--- src/rtl/mac_csr_pkg.sv ---
// Package: register indices, field positions, implemented-bit masks and
// reset values shared by the MAC control/status block and its bench.
// Assumes word indices fit in 6 bits.
package mac_csr_pkg;
    localparam int unsigned DW = 32;

    // Word indices (neighbouring logic decodes these offsets)
    localparam int unsigned IX_TXLIST  = 'h22;
    localparam int unsigned IX_RXLIST  = 'h23;
    localparam int unsigned IX_CMD     = 'h24;
    localparam int unsigned IX_MIIDATA = 'h25;
    localparam int unsigned IX_MIIADDR = 'h26;
    localparam int unsigned IX_FIFOTH  = 'h27;
    localparam int unsigned IX_TXPOLL  = 'h28;
    localparam int unsigned IX_RXPOLL  = 'h29;
    localparam int unsigned IX_MAXRX   = 'h2A;
    localparam int unsigned IX_IEN     = 'h2B;
    localparam int unsigned IX_ISTS    = 'h2C;
    localparam int unsigned IX_MISS    = 'h2E;
    localparam int unsigned IX_CURTXD  = 'h33;
    localparam int unsigned IX_CURRXD  = 'h35;

    // Command word fields
    localparam int unsigned CMD_RXON = 0;
    localparam int unsigned CMD_LONG = 1;
    localparam int unsigned CMD_TXON = 8;
    localparam int unsigned CMD_SWR  = 24;

    // Implemented status and enable bits
    localparam logic [DW-1:0] STS_MASK = 32'h0185_0F19;
    localparam logic [DW-1:0] IEN_MASK = 32'h0005_0011;

    // Reset values
    localparam logic [DW-1:0] RST_LIST    = 32'hFFFF_FFFC;
    localparam logic [DW-1:0] RST_MIIADDR = 32'h0090_0000;
    localparam logic [DW-1:0] RST_FIFOTH  = 32'h0000_0101;
    localparam logic [15:0]   RST_MAXRX   = 16'h0800;
    localparam logic [DW-1:0] RST_MISS    = 32'h0000_7FFF;

    // Number of DMA channels (transmit, receive)
    localparam int unsigned NCH = 2;
endpackage

--- src/rtl/mac_csr_swrst.sv ---
// Software reset sequencer: a start pulse holds busy high for CYCLES
// clock cycles, then busy drops by itself.
// Assumes start is only raised while busy is low.
module mac_csr_swrst #(
    parameter int unsigned CYCLES = 8
) (
    input  logic clk,
    input  logic rst_n,
    input  logic start,
    output logic busy
);
    localparam int unsigned CW = $clog2(CYCLES + 1);

    logic [CW-1:0] remain;

    // Load the window length on start, count down, release at zero
    always_ff @(posedge clk) begin
        if (!rst_n) begin
            busy   <= 1'b0;
            remain <= '0;
        end else if (start) begin
            busy   <= 1'b1;
            remain <= CW'(CYCLES - 1);
        end else if (busy) begin
            if (remain == '0) busy <= 1'b0;
            else              remain <= remain - 1'b1;
        end
    end


    swr_start_chk: assert property (@(posedge clk) disable iff (!rst_n)
        start |=> busy);
endmodule

--- src/rtl/mac_csr_isr.sv ---
// Interrupt enable/status pair with write-one-to-clear status, event set
// priority over clear, and the split transmit/receive interrupt lines.
// Assumes busy marks a software reset window, during which all state is
// held at reset and the lines are forced low.
module mac_csr_isr
    import mac_csr_pkg::*;
(
    input  logic          clk,
    input  logic          rst_n,
    input  logic          busy,
    input  logic          ien_we,
    input  logic          sts_we,
    input  logic [DW-1:0] wdata,
    input  logic [DW-1:0] evt_set,
    output logic [DW-1:0] ien,
    output logic [DW-1:0] sts,
    output logic          tx_irq,
    output logic          rx_irq
);
    localparam int unsigned HW = DW / 2;

    logic [DW-1:0] clr_vec;
    logic [DW-1:0] hit;

    // Clear vector from a host write-one to the status word
    always_comb clr_vec = sts_we ? wdata : '0;

    // Enable and status registers; set wins over clear
    always_ff @(posedge clk) begin
        if (!rst_n || busy) begin
            ien <= '0;
            sts <= '0;
        end else begin
            if (ien_we) ien <= wdata & IEN_MASK;
            sts <= (sts & ~clr_vec) | (evt_set & STS_MASK);
        end
    end

    // Split masked status into the two interrupt lines
    always_comb begin
        hit    = sts & ien;
        tx_irq = !busy && (|hit[DW-1:HW]);
        rx_irq = !busy && (|hit[HW-1:0]);
    end


    set_wins_chk: assert property (@(posedge clk) disable iff (!rst_n)
        (!busy && ((evt_set & STS_MASK) != '0)) |=>
        ((sts & $past(evt_set & STS_MASK)) == $past(evt_set & STS_MASK)));


    w1c_chk: assert property (@(posedge clk) disable iff (!rst_n)
        (!busy && sts_we && ((evt_set & STS_MASK) == '0)) |=>
        ((sts & $past(wdata)) == '0));


    swr_clears_sts_chk: assert property (@(posedge clk) disable iff (!rst_n)
        busy |=> (sts == '0));
endmodule

--- src/rtl/mac_csr_block.sv ---
// MAC control/status register block: word-indexed host register file,
// descriptor base and pointer registers, poll-demand kicks, interrupt
// status with split interrupt lines, and the self-clearing software reset.
// Assumes a single-cycle host write strobe and combinational read data.
module mac_csr_block
    import mac_csr_pkg::*;
#(
    parameter int unsigned ADDR_W     = 6,
    parameter int unsigned SWR_CYCLES = 8
) (
    input  logic              clk,
    input  logic              rst_n,
    input  logic              host_wr,
    input  logic [ADDR_W-1:0] host_addr,
    input  logic [DW-1:0]     host_wdata,
    output logic [DW-1:0]     host_rdata,
    input  logic [DW-1:0]     evt_set,
    input  logic              txd_ptr_ld,
    input  logic [DW-1:0]     txd_ptr_val,
    input  logic              rxd_ptr_ld,
    input  logic [DW-1:0]     rxd_ptr_val,
    output logic [DW-1:0]     tx_list_base,
    output logic [DW-1:0]     rx_list_base,
    output logic [15:0]       rx_len_limit,
    output logic              cfg_tx_on,
    output logic              cfg_rx_on,
    output logic              cfg_long_ok,
    output logic              tx_poll_kick,
    output logic              rx_poll_kick,
    output logic              tx_irq,
    output logic              rx_irq
);
    logic          busy;
    logic          wr_ok;
    logic          swr_start;
    logic [DW-1:0] ien_q;
    logic [DW-1:0] sts_q;
    logic [DW-1:0] list_base [NCH];
    logic [DW-1:0] cur_ptr   [NCH];
    logic [NCH-1:0] ptr_ld;
    logic [DW-1:0] ptr_val   [NCH];
    logic [NCH-1:0] kick;
    logic [2:0]    cmd_q;
    logic [DW-1:0] miidata_q, miiaddr_q, fifoth_q;
    logic [15:0]   maxrx_q;

    // Host writes take effect only outside the reset window
    always_comb begin
        wr_ok     = host_wr && !busy;
        swr_start = wr_ok && (host_addr == ADDR_W'(IX_CMD)) && host_wdata[CMD_SWR];
    end

    mac_csr_swrst #(.CYCLES(SWR_CYCLES)) u_swrst (
        .clk   (clk),
        .rst_n (rst_n),
        .start (swr_start),
        .busy  (busy)
    );

    mac_csr_isr u_isr (
        .clk     (clk),
        .rst_n   (rst_n),
        .busy    (busy),
        .ien_we  (wr_ok && (host_addr == ADDR_W'(IX_IEN))),
        .sts_we  (wr_ok && (host_addr == ADDR_W'(IX_ISTS))),
        .wdata   (host_wdata),
        .evt_set (evt_set),
        .ien     (ien_q),
        .sts     (sts_q),
        .tx_irq  (tx_irq),
        .rx_irq  (rx_irq)
    );

    // Gather the per-channel DMA pointer inputs
    always_comb begin
        ptr_ld     = {rxd_ptr_ld, txd_ptr_ld};
        ptr_val[0] = txd_ptr_val;
        ptr_val[1] = rxd_ptr_val;
    end

    // Per-channel list base, current pointer and poll kick
    for (genvar c = 0; c < NCH; c++) begin : g_chan
        localparam int unsigned IX_BASE = IX_TXLIST + c;
        localparam int unsigned IX_POLL = IX_TXPOLL + c;

        // Word-aligned list base, host writable
        always_ff @(posedge clk) begin
            if (!rst_n || busy)
                list_base[c] <= RST_LIST;
            else if (wr_ok && (host_addr == ADDR_W'(IX_BASE)))
                list_base[c] <= {host_wdata[DW-1:2], 2'b00};
        end

        // Current descriptor pointer, loaded only by the DMA engine
        always_ff @(posedge clk) begin
            if (!rst_n || busy)  cur_ptr[c] <= '0;
            else if (ptr_ld[c])  cur_ptr[c] <= ptr_val[c];
        end

        // One-cycle poll demand on any write to the poll index
        always_ff @(posedge clk) begin
            if (!rst_n) kick[c] <= 1'b0;
            else        kick[c] <= wr_ok && (host_addr == ADDR_W'(IX_POLL));
        end
    end

    // Command bits and plain configuration storage
    always_ff @(posedge clk) begin
        if (!rst_n || busy) begin
            cmd_q     <= '0;
            miidata_q <= '0;
            miiaddr_q <= RST_MIIADDR;
            fifoth_q  <= RST_FIFOTH;
            maxrx_q   <= RST_MAXRX;
        end else if (wr_ok) begin
            case (int'(host_addr))
                IX_CMD:     cmd_q <= {host_wdata[CMD_TXON], host_wdata[CMD_LONG],
                                      host_wdata[CMD_RXON]};
                IX_MIIDATA: miidata_q <= host_wdata;
                IX_MIIADDR: miiaddr_q <= host_wdata;
                IX_FIFOTH:  fifoth_q  <= host_wdata;
                IX_MAXRX:   maxrx_q   <= host_wdata[15:0];
                default: ;
            endcase
        end
    end

    // Read mux; everything reads zero during the reset window
    always_comb begin
        host_rdata = '0;
        if (!busy) begin
            case (int'(host_addr))
                IX_TXLIST:  host_rdata = list_base[0];
                IX_RXLIST:  host_rdata = list_base[1];
                IX_CMD: begin
                    host_rdata[CMD_RXON] = cmd_q[0];
                    host_rdata[CMD_LONG] = cmd_q[1];
                    host_rdata[CMD_TXON] = cmd_q[2];
                end
                IX_MIIDATA: host_rdata = miidata_q;
                IX_MIIADDR: host_rdata = miiaddr_q;
                IX_FIFOTH:  host_rdata = fifoth_q;
                IX_MAXRX:   host_rdata = {16'h0, maxrx_q};
                IX_IEN:     host_rdata = ien_q;
                IX_ISTS:    host_rdata = sts_q;
                IX_MISS:    host_rdata = RST_MISS;
                IX_CURTXD:  host_rdata = cur_ptr[0];
                IX_CURRXD:  host_rdata = cur_ptr[1];
                default:    host_rdata = '0;
            endcase
        end
    end

    // Drive configuration outputs
    always_comb begin
        tx_list_base = list_base[0];
        rx_list_base = list_base[1];
        rx_len_limit = maxrx_q;
        cfg_rx_on    = cmd_q[0];
        cfg_long_ok  = cmd_q[1];
        cfg_tx_on    = cmd_q[2];
        tx_poll_kick = kick[0];
        rx_poll_kick = kick[1];
    end


    swr_reads_zero_chk: assert property (@(posedge clk) disable iff (!rst_n)
        busy |-> (host_rdata == '0));


    tx_kick_src_chk: assert property (@(posedge clk) disable iff (!rst_n)
        tx_poll_kick |-> $past(host_wr && (host_addr == ADDR_W'(IX_TXPOLL))));


    ptr_hold_chk: assert property (@(posedge clk) disable iff (!rst_n)
        (!busy && !txd_ptr_ld) |=> $stable(cur_ptr[0]));
endmodule

--- config.mk ---
export PLATFORM = sky130hd
export DESIGN_NAME = mac_csr_block
export DESIGN_NICKNAME = d
export VERILOG_FILES = /design/src/rtl/mac_csr_pkg.sv /design/src/rtl/mac_csr_swrst.sv /design/src/rtl/mac_csr_isr.sv /design/src/rtl/mac_csr_block.sv
export SDC_FILE = /design/constraint.sdc
export NUM_CORES = 1
export LEC_CHECK = 0
export BUFFER_PORTS_ARGS = -buffer_cell sky130_fd_sc_hd__buf_2
export CAP_MARGIN = 20
export CORE_AREA = 2 2 171 215
export DETAILED_ROUTE_END_ITERATION = 12
export DIE_AREA = 0 0 173 217
export PLACE_DENSITY = 0.64
export SYNTH_ARGS = -nofsm -noshare
export SYNTH_HDL_FRONTEND = slang
export SYNTH_SLANG_ARGS = --single-unit
--- constraint.sdc ---
create_clock -name clk -period 5.7 [get_ports clk]
set_input_delay 1.71 -clock clk [delete_from_list [all_inputs] [get_ports clk]]
set_output_delay 1.71 -clock clk [all_outputs]
set_load 0.05 [all_outputs]
==> results of run 1 <==
-- sequential cells by signal, indices dropped and copies added, names as in the netlist, 4 cells and up --
signal,cells
list_base,60
u_swrst.remain,4
u_isr.ien,4
cur_ptr,64
u_isr.sts,32
miiaddr_q,32
rx_len_limit,16
fifoth_q,32
miidata_q,32
-- critical path: cells and delay by family --
kind | cells | cell delay [ns]
simple gates | 2 | 0.62
compound gates | 2 | 0.58
buf+inv | 3 | 0.93
-- through the flow --
stage	util, %	setup slack [ns]	cell area [um^2]	hold slack [ns]	power (mW)
finish	42.12	0.1282	15040	0.4336	4.336
global route	42.12	0.09386	15040	0.4524	4.460
CTS	42.12	0.2560	15040	0.4323	4.360
detailed placement	39.52	0.2610	14120	0.4219	2.514
global placement	39.52	0.2473	14120	0.4178	2.509
floorplan	-	0.1979	12280	0.4116	2.355
-- power by group --
part	total [mW]	switching [mW]	internal (mW)
clock network	1.87	0.797	1.07
registers	2.19	0.0342	2.15
logic	0.283	0.192	0.0912
total	4.34	1.02	3.31
-- metal layers --
metal / global-route usage, % / routed length (um)
met1: 27.48 / 16710
met5: 0 / 0
met3: 3.442 / 3313
met4: 12.01 / 2530
met2: 41.48 / 22850
-- cells by family (layout without fill, tap and decap cells) --
kind of cell               Yosys count  in the layout
AOI/OAI and AO/OA                  307            307
xor gates and xnor gates             2              2
adders and majority gates            1              1
buffers and inverters              113            336
DFF                                282            282
muxes                               46             46
other                                1              4
and+or+nand+nor                    499            499
-- final cells by class --
type,instances,share of cell area (%)
Multi-Input combinational cell,859,32.70
Tap cell,480,3.992
Timing Repair Buffer,279,11.28
Clock inverter,12,0.5573
Sequential cell,282,45.78
Clock buffer,41,5.598
Inverter,4,0.09981
-- path summary, 6_finish.rpt --
kind | slack [ns] | to | cells after the start
worst max-delay path | 0.13 | host_rdata[0] | 7
worst min-delay path | 0.43 | u_isr.sts[31] | 2
worst max register to register | 3.36 | list_base[1][22] | 3
worst min register to register | 0.43 | u_isr.sts[31] | 2
-- placed cells by master (no fill, tap or decap), drive strengths merged, types with 14 or more instances in the layout --
cell type,Yosys,final
buf,56,279
a21oi,168,168
nand2b,39,39
nand3,14,14
nor2,42,42
a22oi,22,22
mux2i,41,41
nand2,273,273
edfxtp,124,124
a31oi,16,16
and3,70,70
a221oi,31,31
or2,30,30
dfxtp,158,158
clkbuf,53,41
==> flow_summary_export.csv, run 1 <==
group,metric,value,unit
clock_tree,cts.sinks,282,
synth,synth_fa_ha_area_share,0.1020,%
route,wire_per_inst,23.20,um
setup_path,cp.required,3.99,ns
clock_tree,cts-root-buf,"clkbuf_16",
placement,dp_hpwl,31600,um
global_route,grt_max_degree,70,
sta,relSlewSlack,37.76,%
route,drt_iter0_drc,1055,
synth,yosys.area_share.simple,19.58,%
floorplanning,ios,258,
layout,diodes,0,
synth,netlist_top_cells_area,"edfxtp_1 30%, dfxtp_1 26%, nand2_1 8.4%, a21oi_1 6.9%, and3_1 3.6%",
floorplanning,coreArea,0.03572,mm^2
power_and_ir_drop,power.density,288.3,mW/mm^2
clock_tree,clk-insertion-delay-late,0.56,ns
synth,synth_cell_types,58,
synth,ys.flop_type,"dfxtp_1",
synth,netlist_instances,1251,
setup_path,rr_startpoint,"u_swrst.busy",
sta,clock_skew,0.01635,ns
layout,multiInputGateArea,0.004918,mm^2
global_route,grt_pass1_vias,10300,
layout,seqCellArea,0.006887,mm^2
synth,synth_edf_count,124,
synth,syn_area_per_cell,9.810,um^2
synth,ys_seq_elements,282,
route,postRouteAntennaNets,0,
floorplanning,die_area,0.03754,mm^2
route,drc_errors,0,
sta,worst_pin_slew,0.9337,ns
global_route,grt_pass1_wl,66090,um
clock_tree,postCtsSetupBuffers,0,
global_route,antenna_found_initial,1,
setup_path,arrival,3.86,ns
route,firstDrtPassIters,6,
setup_path,start_kind,"primary input",
min_path,worst_hold_path_type,"reg -> reg",
sta,fin_crit_sh,97.75,%
clock_tree,cts_max_level,1,
sta,rsz0062_at_grt,"no",
min_path,min_from,"u_isr.sts[31]",
clock_tree,postCtsResizedCells,0,
floorplanning,die_h,217,um
setup_path,critical_path.cell_chain,"buf_2 -> nand4b_1 -> nor3_4 -> buf_4 -> a221oi_1 -> a21boi_0 -> buf_2",
global_route,grt-ovfl-total,0,
clock_tree,clockBufferDepth,3,
power_and_ir_drop,vdd_drop_max,0.2195,mV
floorplanning,die_x,173,um
synth,synthXorXnorAreaFrac,0.1427,%
setup_path,worst-path-max-fanout,19,
global_route,grt_usage,23.39,%
sta,fin_setup_tns,0,ns
synth,yosys-top-cells-count,"273 x nand2_1, 168 x a21oi_1, 158 x dfxtp_1, 124 x edfxtp_1, 70 x and3_1",
setup_path,cpMostUsedCell,"buf_2",
sta,setup_viol_count_final,0,
clock_tree,cts_tree,"built",
sta,period_minus_slack,5.572,ns
run,max-cap-violations,0,
placement,dp_cells,1904,
synth,yosys.area.top_type,"edfxtp_1",
setup_path,slowest_stage,"a21boi_0",
synth,synth_top_area_share,30.34,%
clock_tree,path_clk_slew,0.06,ns
power_and_ir_drop,p_leak,5.518,nW
placement,port_buffers,232,
status,status,"finished, final reports clean",
setup_path,critPathLaunch,"host_addr[4]",
layout,area_growth,22.58,%
placement,place_congestion,0.9001,
synth,yosysWarnings,0,
layout,final_cells,1957,
synth,synth_mux_area_share,3.803,%
synth,syn_area,0.01227,mm^2
synth,synth_top_family_by_area,"simple AND/OR/NAND/NOR gates",
synth,synth.most_common_cell,"nand2_1",
synth,synth-async-reset-ratio,0,%
route,vias,10750,
sta,fmax,0.1795,GHz
route,viasPerCell,5.495,
floorplanning,fp-row-count,78,
synth,ys_seq_area_share,56.12,%
clock_tree,cts_hold_buffers,0,
clock_tree,cts_buffers,29,
synth,synth_compound_area_share,15.94,%
setup_path,cp-end-kind,"output port",
floorplanning,initial_core_util,34.36,%
setup_path,critical_path_class,"in -> out",
layout,n_fill_cell,3517,
layout,final_nets,1595,
layout,drive_gt1_share,25.32,%
setup_path,critical-path-max-stage-delay,0.43,ns
sta,slew_violations,0,
route,drt-total-wl,45400,um
sta,finalHoldViolCount,0,
(Power assumes the default switching activity.)
==> inputs of run 2 (changes only) <==
--- a/config.mk
+++ b/config.mk
@@ -5,11 +5,12 @@
 export SDC_FILE = /design/constraint.sdc
 export NUM_CORES = 1
 export LEC_CHECK = 0
+export ABC_AREA = 1
 export BUFFER_PORTS_ARGS = -buffer_cell sky130_fd_sc_hd__buf_2
 export CAP_MARGIN = 20
-export CORE_AREA = 2 2 171 215
+export CORE_AREA = 2 2 173 217
 export DETAILED_ROUTE_END_ITERATION = 12
-export DIE_AREA = 0 0 173 217
+export DIE_AREA = 0 0 175 219
 export PLACE_DENSITY = 0.64
 export SYNTH_ARGS = -nofsm -noshare
 export SYNTH_HDL_FRONTEND = slang
==> flow_summary_export.csv, run 2 <==
group,metric,value,unit
floorplanning,coreArea,0.03621,mm^2
sta,setup_ws,0.4346,ns
setup_path,cpMostUsedCell,"nand2_1",
setup_path,worst-path-max-fanout,16,
floorplanning,fp-row-count,78,
floorplanning,die_area,0.03833,mm^2
power_and_ir_drop,power.density,285.7,mW/mm^2
synth,syn_area,0.01256,mm^2
clock_tree,cts.sinks,282,
synth,ys_seq_elements,282,
clock_tree,cts_max_level,1,
global_route,met2_usage,41.24,%
synth,synth_mux_area_share,0,%
sta,worst_pin_slew,1.015,ns
synth,synth_fa_ha_area_share,0.09962,%
route,drc_errors,0,
sta,clock_skew,0.009263,ns
synth,synth_cell_types,28,
clock_tree,clockBufferDepth,3,
placement,pre_cts_ws,0.4564,ns
synth,ys.flop_type,"dfxtp_1",
layout,final_nets,1937,
layout,area_growth,21.92,%
floorplanning,die_x,175,um
clock_tree,cts_hold_buffers,0,
layout,largest_register_ffs,64,
route,firstDrtPassIters,5,
setup_path,critical_path_class,"in -> out",
global_route,grt_pass1_vias,11110,
synth,synth_compound_area_share,13.03,%
placement,port_buffers,232,
synth,yosysWarnings,0,
route,drt-total-wl,44020,um
status,status,"finished, final reports clean",
route,postRouteAntennaNets,0,
synth,ys_seq_area_share,54.83,%
route,vias,11500,
global_route,use_met3,3.274,%
layout,n_fill_cell,3657,
run,max-cap-violations,0,
clock_tree,postCtsSetupBuffers,0,
power_and_ir_drop,p_leak,7.059,nW
power_and_ir_drop,vdd_drop_max,0.2684,mV
route,viasPerCell,4.995,
clock_tree,postCtsResizedCells,0,
clock_tree,clk-insertion-delay-late,0.56,ns
clock_tree,cts-root-buf,"clkbuf_16",
sta,rsz0062_at_grt,"no",
global_route,antenna_found_initial,4,
min_path,worst_hold_path_type,"reg -> reg",
synth,synth.most_common_cell,"nand2_1",
clock_tree,cts_tree,"built",
clock_tree,path_clk_slew,0.06,ns
global_route,busiest_layer,"met2",
layout,largest_register,"cur_ptr",
layout,reg_top3,"cur_ptr x64, list_base x60",
placement,place_congestion,0.8926,
synth,synth_top_area_share,29.65,%
layout,layout_common_cells,"333 x nand2_1, 229 x buf_2, 198 x inv_1",
global_route,grt_pass1_wl,65250,um
layout,layout_commonest_cell,"nand2_1",
route,wire_per_inst,19.12,um
setup_path,critical_path.cell_chain,"buf_2 -> inv_2 -> nor2_4 -> buf_4 -> nand2_1 -> nor2_4 -> nand2_1 -> nand2_1 -> nor2_1 -> a21oi_1 -> buf_2",
synth,yosys.area_share.simple,22.71,%
setup_path,start_kind,"primary input",
setup_path,cp.required,3.99,ns
synth,synth-async-reset-ratio,0,%
setup_path,slowest_stage,"nor2_4",
setup_path,cp-end-kind,"output port",
synth,netlist_instances,1582,
layout,diodes,0,
synth,netlist_top_cells_area,"edfxtp_1 30%, dfxtp_1 25%, nand2_1 10%, nand3_1 6.7%, inv_1 5.9%",
floorplanning,initial_core_util,34.69,%
synth,yosys-top-cells-count,"333 x nand2_1, 198 x inv_1, 172 x nor2_1, 167 x nand3_1, 158 x dfxtp_1",
power_and_ir_drop,p_total,4.375,mW
sta,fin_crit_sh,92.38,%
floorplanning,die_h,219,um
sta,fmax,0.1899,GHz
sta,slew_violations,0,
synth,synth_edf_count,124,
sta,fin_setup_tns,0,ns
synth,synth_top_family_by_area,"simple AND/OR/NAND/NOR gates",
synth,yosys.area.top_type,"edfxtp_1",
synth,synthXorXnorAreaFrac,0.1395,%
sta,setup_viol_count_final,0,
global_route,grt_usage,22.37,%
setup_path,arrival,3.56,ns
synth,syn_area_per_cell,7.939,um^2
placement,dp_hpwl,30100,um
global_route,grt_max_degree,88,
floorplanning,ios,258,
sta,period_minus_slack,5.265,ns
route,drt_iter0_drc,1043,
global_route,grt-ovfl-total,0,
clock_tree,cts_buffers,31,
layout,drive_gt1_share,18.94,%
global_route,met1_usage,25.91,%
sta,relSlewSlack,32.16,%
setup_path,critical-path-max-stage-delay,0.37,ns
sta,finalHoldViolCount,0,
-- run 2: changes by cell type after synthesis, sizes merged, moves of 20 or more --
| cell | previous run | this run |
|---|---|---|
| a21oi | 168 | 148 |
| a221oi | 31 | 0 |
| a22oi | 22 | 0 |
| and3 | 70 | 0 |
| buf | 56 | 35 |
| inv | 4 | 203 |
| mux2i | 41 | 0 |
| nand2 | 273 | 334 |
| nand2b | 39 | 0 |
| nand3 | 14 | 167 |
| nor2 | 42 | 179 |
| o211ai | 1 | 25 |
| o21ai | 4 | 139 |
| or2 | 30 | 3 |
-- run 2: worst paths after layout --
check | endpoint | start | cells past startpoint | slack [ns]
worst min register to register | fifoth_q[3] | fifoth_q[3] | 2 | 0.45
worst max-delay path | host_rdata[20] | host_addr[2] | 11 | 0.43
worst min-delay path | fifoth_q[3] | fifoth_q[3] | 2 | 0.45
worst max register to register | fifoth_q[2] | u_swrst.busy | 7 | 2.66
-- run 2: final cells by class --
cell class	count	area, um^2	area share, %
clock inverter	17	92.59	0.6047
inverter	203	762.0	4.976
timing repair buffer	270	1524	9.953
multi-input combinational	1009	4572	29.86
clock buffer	41	874.6	5.712
tap	480	600.6	3.922
sequential	282	6887	44.97
-- run 2: power by group --
part	switching [mW]	leakage, nW	internal [mW]	total (mW)
Sequential	0.0154	2.39	2.15	2.17
Combinational	0.221	4.19	0.0788	0.300
Clock	0.830	0.478	1.08	1.90
Total	1.07	7.06	3.31	4.38
-- run 2: logic make-up after synthesis --
family / after synthesis
compound gates: 314
xor+xnor: 2
fa+ha+maj: 1
buf+inv: 294
flops: 282
other cells: 1
simple gates: 688
-- run 2: worst max-delay path: cells and delay by family --
family          cells  cell delay (ns)
compound gates      1             0.21
buf+inv             4             0.80
simple gates        6             0.83
-- run 2: metal layers --
metal | wire length [um] | part of all wire, % | vias up
met5 | 50 | 0.11 | -
met4 | 1858 | 4.2 | 8
met3 | 3072 | 7.0 | 108
met2 | 22660 | 51 | 454
met1 | 16390 | 37 | 5360
li1 | - | - | 5569
-- run 2: per-stage QoR --
stage	util, %	hold WS, ns	area [um^2]	std cells
2_1_floorplan	-	0.4245	12570	1585
3_3_place_gp	39.58	0.4336	14330	2243
3_5_place_dp	39.58	0.4408	14330	2243
4_1_cts	42.25	0.4523	15300	2301
5_1_grt	42.29	0.4716	15310	2302
6_report	42.29	0.4512	15310	2302
==> inputs of run 3 (changes only) <==
--- a/config.mk
+++ b/config.mk
@@ -8,9 +8,9 @@
 export ABC_AREA = 1
 export BUFFER_PORTS_ARGS = -buffer_cell sky130_fd_sc_hd__buf_2
 export CAP_MARGIN = 20
-export CORE_AREA = 2 2 173 217
+export CORE_AREA = 2 2 193 195
 export DETAILED_ROUTE_END_ITERATION = 12
-export DIE_AREA = 0 0 175 219
+export DIE_AREA = 0 0 195 197
 export PLACE_DENSITY = 0.64
 export SYNTH_ARGS = -nofsm -noshare
 export SYNTH_HDL_FRONTEND = slang
==> flow_summary_export.csv, run 3 (synthesis gave the netlist of run 2 again) <==
group,metric,value,unit
clock_tree,postCtsSetupBuffers,0,
layout,largest_register_ffs,64,
clock_tree,postCtsResizedCells,0,
clock_tree,cts_tree,"built",
layout,area_growth,22.31,%
route,drt-total-wl,43840,um
power_and_ir_drop,p_leak,7.082,nW
floorplanning,initial_core_util,34.64,%
clock_tree,cts_hold_buffers,0,
floorplanning,die_area,0.03842,mm^2
floorplanning,die_h,197,um
placement,place_congestion,0.9143,
setup_path,crit_buf_inv,3,
clock_tree,cts_max_level,1,
layout,drive_gt1_share,18.93,%
layout,layout_commonest_cell,"nand2_1",
floorplanning,coreArea,0.03626,mm^2
sta,relSlewSlack,32.16,%
route,drc_errors,0,
sta,period_minus_slack,5.477,ns
setup_path,rrSetupSlack,2.60,ns
setup_path,crit_family,"simple AND/OR/NAND/NOR gates",
floorplanning,die_x,195,um
sta,fin_setup_tns,0,ns
power_and_ir_drop,p_total,4.466,mW
status,status,"finished, final reports clean",
route,firstDrtPassIters,6,
sta,slew_violations,0,
layout,n_fill_cell,3738,
setup_path,cp-end-kind,"output port",
setup_path,critical-path-max-stage-delay,0.52,ns
clock_tree,cts-root-buf,"clkbuf_16",
run,max-cap-violations,0,
min_path,min_path_cells,2,
setup_path,r2r-end,"fifoth_q[15]",
setup_path,worst-path-max-fanout,19,
sta,worst_pin_slew,1.015,ns
setup_path,critical_path.cell_chain,"buf_2 -> inv_2 -> nor2_4 -> nand2_1 -> nor2_4 -> nand2_1 -> nand2_1 -> nor2_1 -> a21oi_1 -> buf_2",
layout,final_nets,1929,
placement,port_buffers,232,
min_path,worst_hold_path_type,"reg -> reg",
layout,largest_register,"cur_ptr",
placement,dp_hpwl,29670,um
route,wire_per_inst,19.19,um
setup_path,critical_path_class,"in -> out",
setup_path,slowest_stage,"nor2_4",
setup_path,arrival,3.77,ns
global_route,grt_usage,22.23,%
sta,rsz0062_at_grt,"no",
global_route,grt_pass1_wl,65640,um
setup_path,rr_startpoint,"u_swrst.busy",
min_path,min_to,"fifoth_q[25]",
global_route,grt_pass1_vias,11020,
setup_path,cpMostUsedCell,"nand2_1",
clock_tree,clk-insertion-delay-late,0.55,ns
setup_path,critPathLaunch,"host_addr[2]",
setup_path,reg2reg_depth,7,
floorplanning,fp-row-count,70,
sta,fmax,0.1826,GHz
sta,setup_viol_count_final,0,
floorplanning,ios,258,
power_and_ir_drop,vdd_drop_max,0.1947,mV
global_route,antenna_found_initial,6,
clock_tree,cts.sinks,282,
power_and_ir_drop,power.density,290.8,mW/mm^2
sta,clock_skew,0.01450,ns
clock_tree,path_clk_slew,0.07,ns
sta,fin_crit_sh,96.09,%
global_route,grt_max_degree,129,
route,postRouteAntennaNets,0,
clock_tree,clockBufferDepth,3,
sta,finalHoldViolCount,0,
route,drt_iter0_drc,1157,
route,vias,11570,
layout,layout_common_cells,"333 x nand2_1, 228 x buf_2, 198 x inv_1",
setup_path,start_kind,"primary input",
layout,reg_top3,"cur_ptr x64, list_base x60",
clock_tree,cts_buffers,29,
route,viasPerCell,5.062,
min_path,min_from,"fifoth_q[25]",
global_route,grt-ovfl-total,0,
setup_path,cp.required,3.99,ns
-- run 3: changes by cell type in the layout (fill, tap and decap cells not counted), sizes merged --
cell,previous run,this run
buf,270,264
clkbuf,41,42
clkinv,13,8
clkinvlp,2,1
diode,0,5
inv,205,206
-- run 3: final cells by class --
| cell class | count | area, um^2 | share of cell area, % |
|---|---|---|---|
| clock buffers | 42 | 945.9 | 6.158 |
| clock inverters | 12 | 75.07 | 0.4887 |
| well taps | 468 | 585.6 | 3.812 |
| diodes | 5 | 12.51 | 0.08145 |
| inverters | 203 | 762.0 | 4.960 |
| repair buffers | 264 | 1521 | 9.905 |
| multi-input cells | 1009 | 4572 | 29.76 |
| flip-flops and latches | 282 | 6887 | 44.83 |
-- run 3: tightest hold or removal path: stages, from the launching register on --
cell     delay, ns
dfxtp_1       0.30
inv_1         0.05
a21oi_1       0.05
-- run 3: worst max-delay path by stage --
| stage | end | slack, ns | depth (start not counted) |
|---|---|---|---|
| floorplan | host_rdata[15] | 0.53 | 9 |
| global placement | host_rdata[19] | 0.34 | 10 |
| detailed placement | host_rdata[20] | 0.32 | 10 |
| CTS | host_rdata[19] | 0.32 | 10 |
| global route | host_rdata[20] | 0.20 | 10 |
| finish | host_rdata[20] | 0.22 | 10 |
-- run 3: stage by stage --
stage	util, %	hold slack [ns]	setup slack [ns]	area (um^2)	cells
after floorplan	-	0.4245	0.5332	12570	1585
after global placement	39.32	0.4342	0.3369	14260	2223
after detailed placement	39.40	0.4425	0.3234	14290	2224
after CTS	42.21	0.4529	0.3195	15310	2278
after global routing	42.35	0.4685	0.1951	15360	2283
final	42.36	0.4489	0.2230	15360	2285
-- run 3: report_power, final --
group	internal (mW)	total (mW)	switching [mW]
Clock	1.16	1.99	0.833
Combinational	0.0813	0.303	0.222
Sequential	2.15	2.17	0.0169
Total	3.39	4.47	1.07
-- run 3: metal layers --
layer | track usage [%] | share of wire, % | up-vias
li1 | - | - | 5564
met3 | 3.439 | 8.3 | 80
met5 | 0 | 0.048 | -
met2 | 34.75 | 45 | 469
met1 | 31.48 | 44 | 5450
met4 | 7.379 | 2.8 | 4
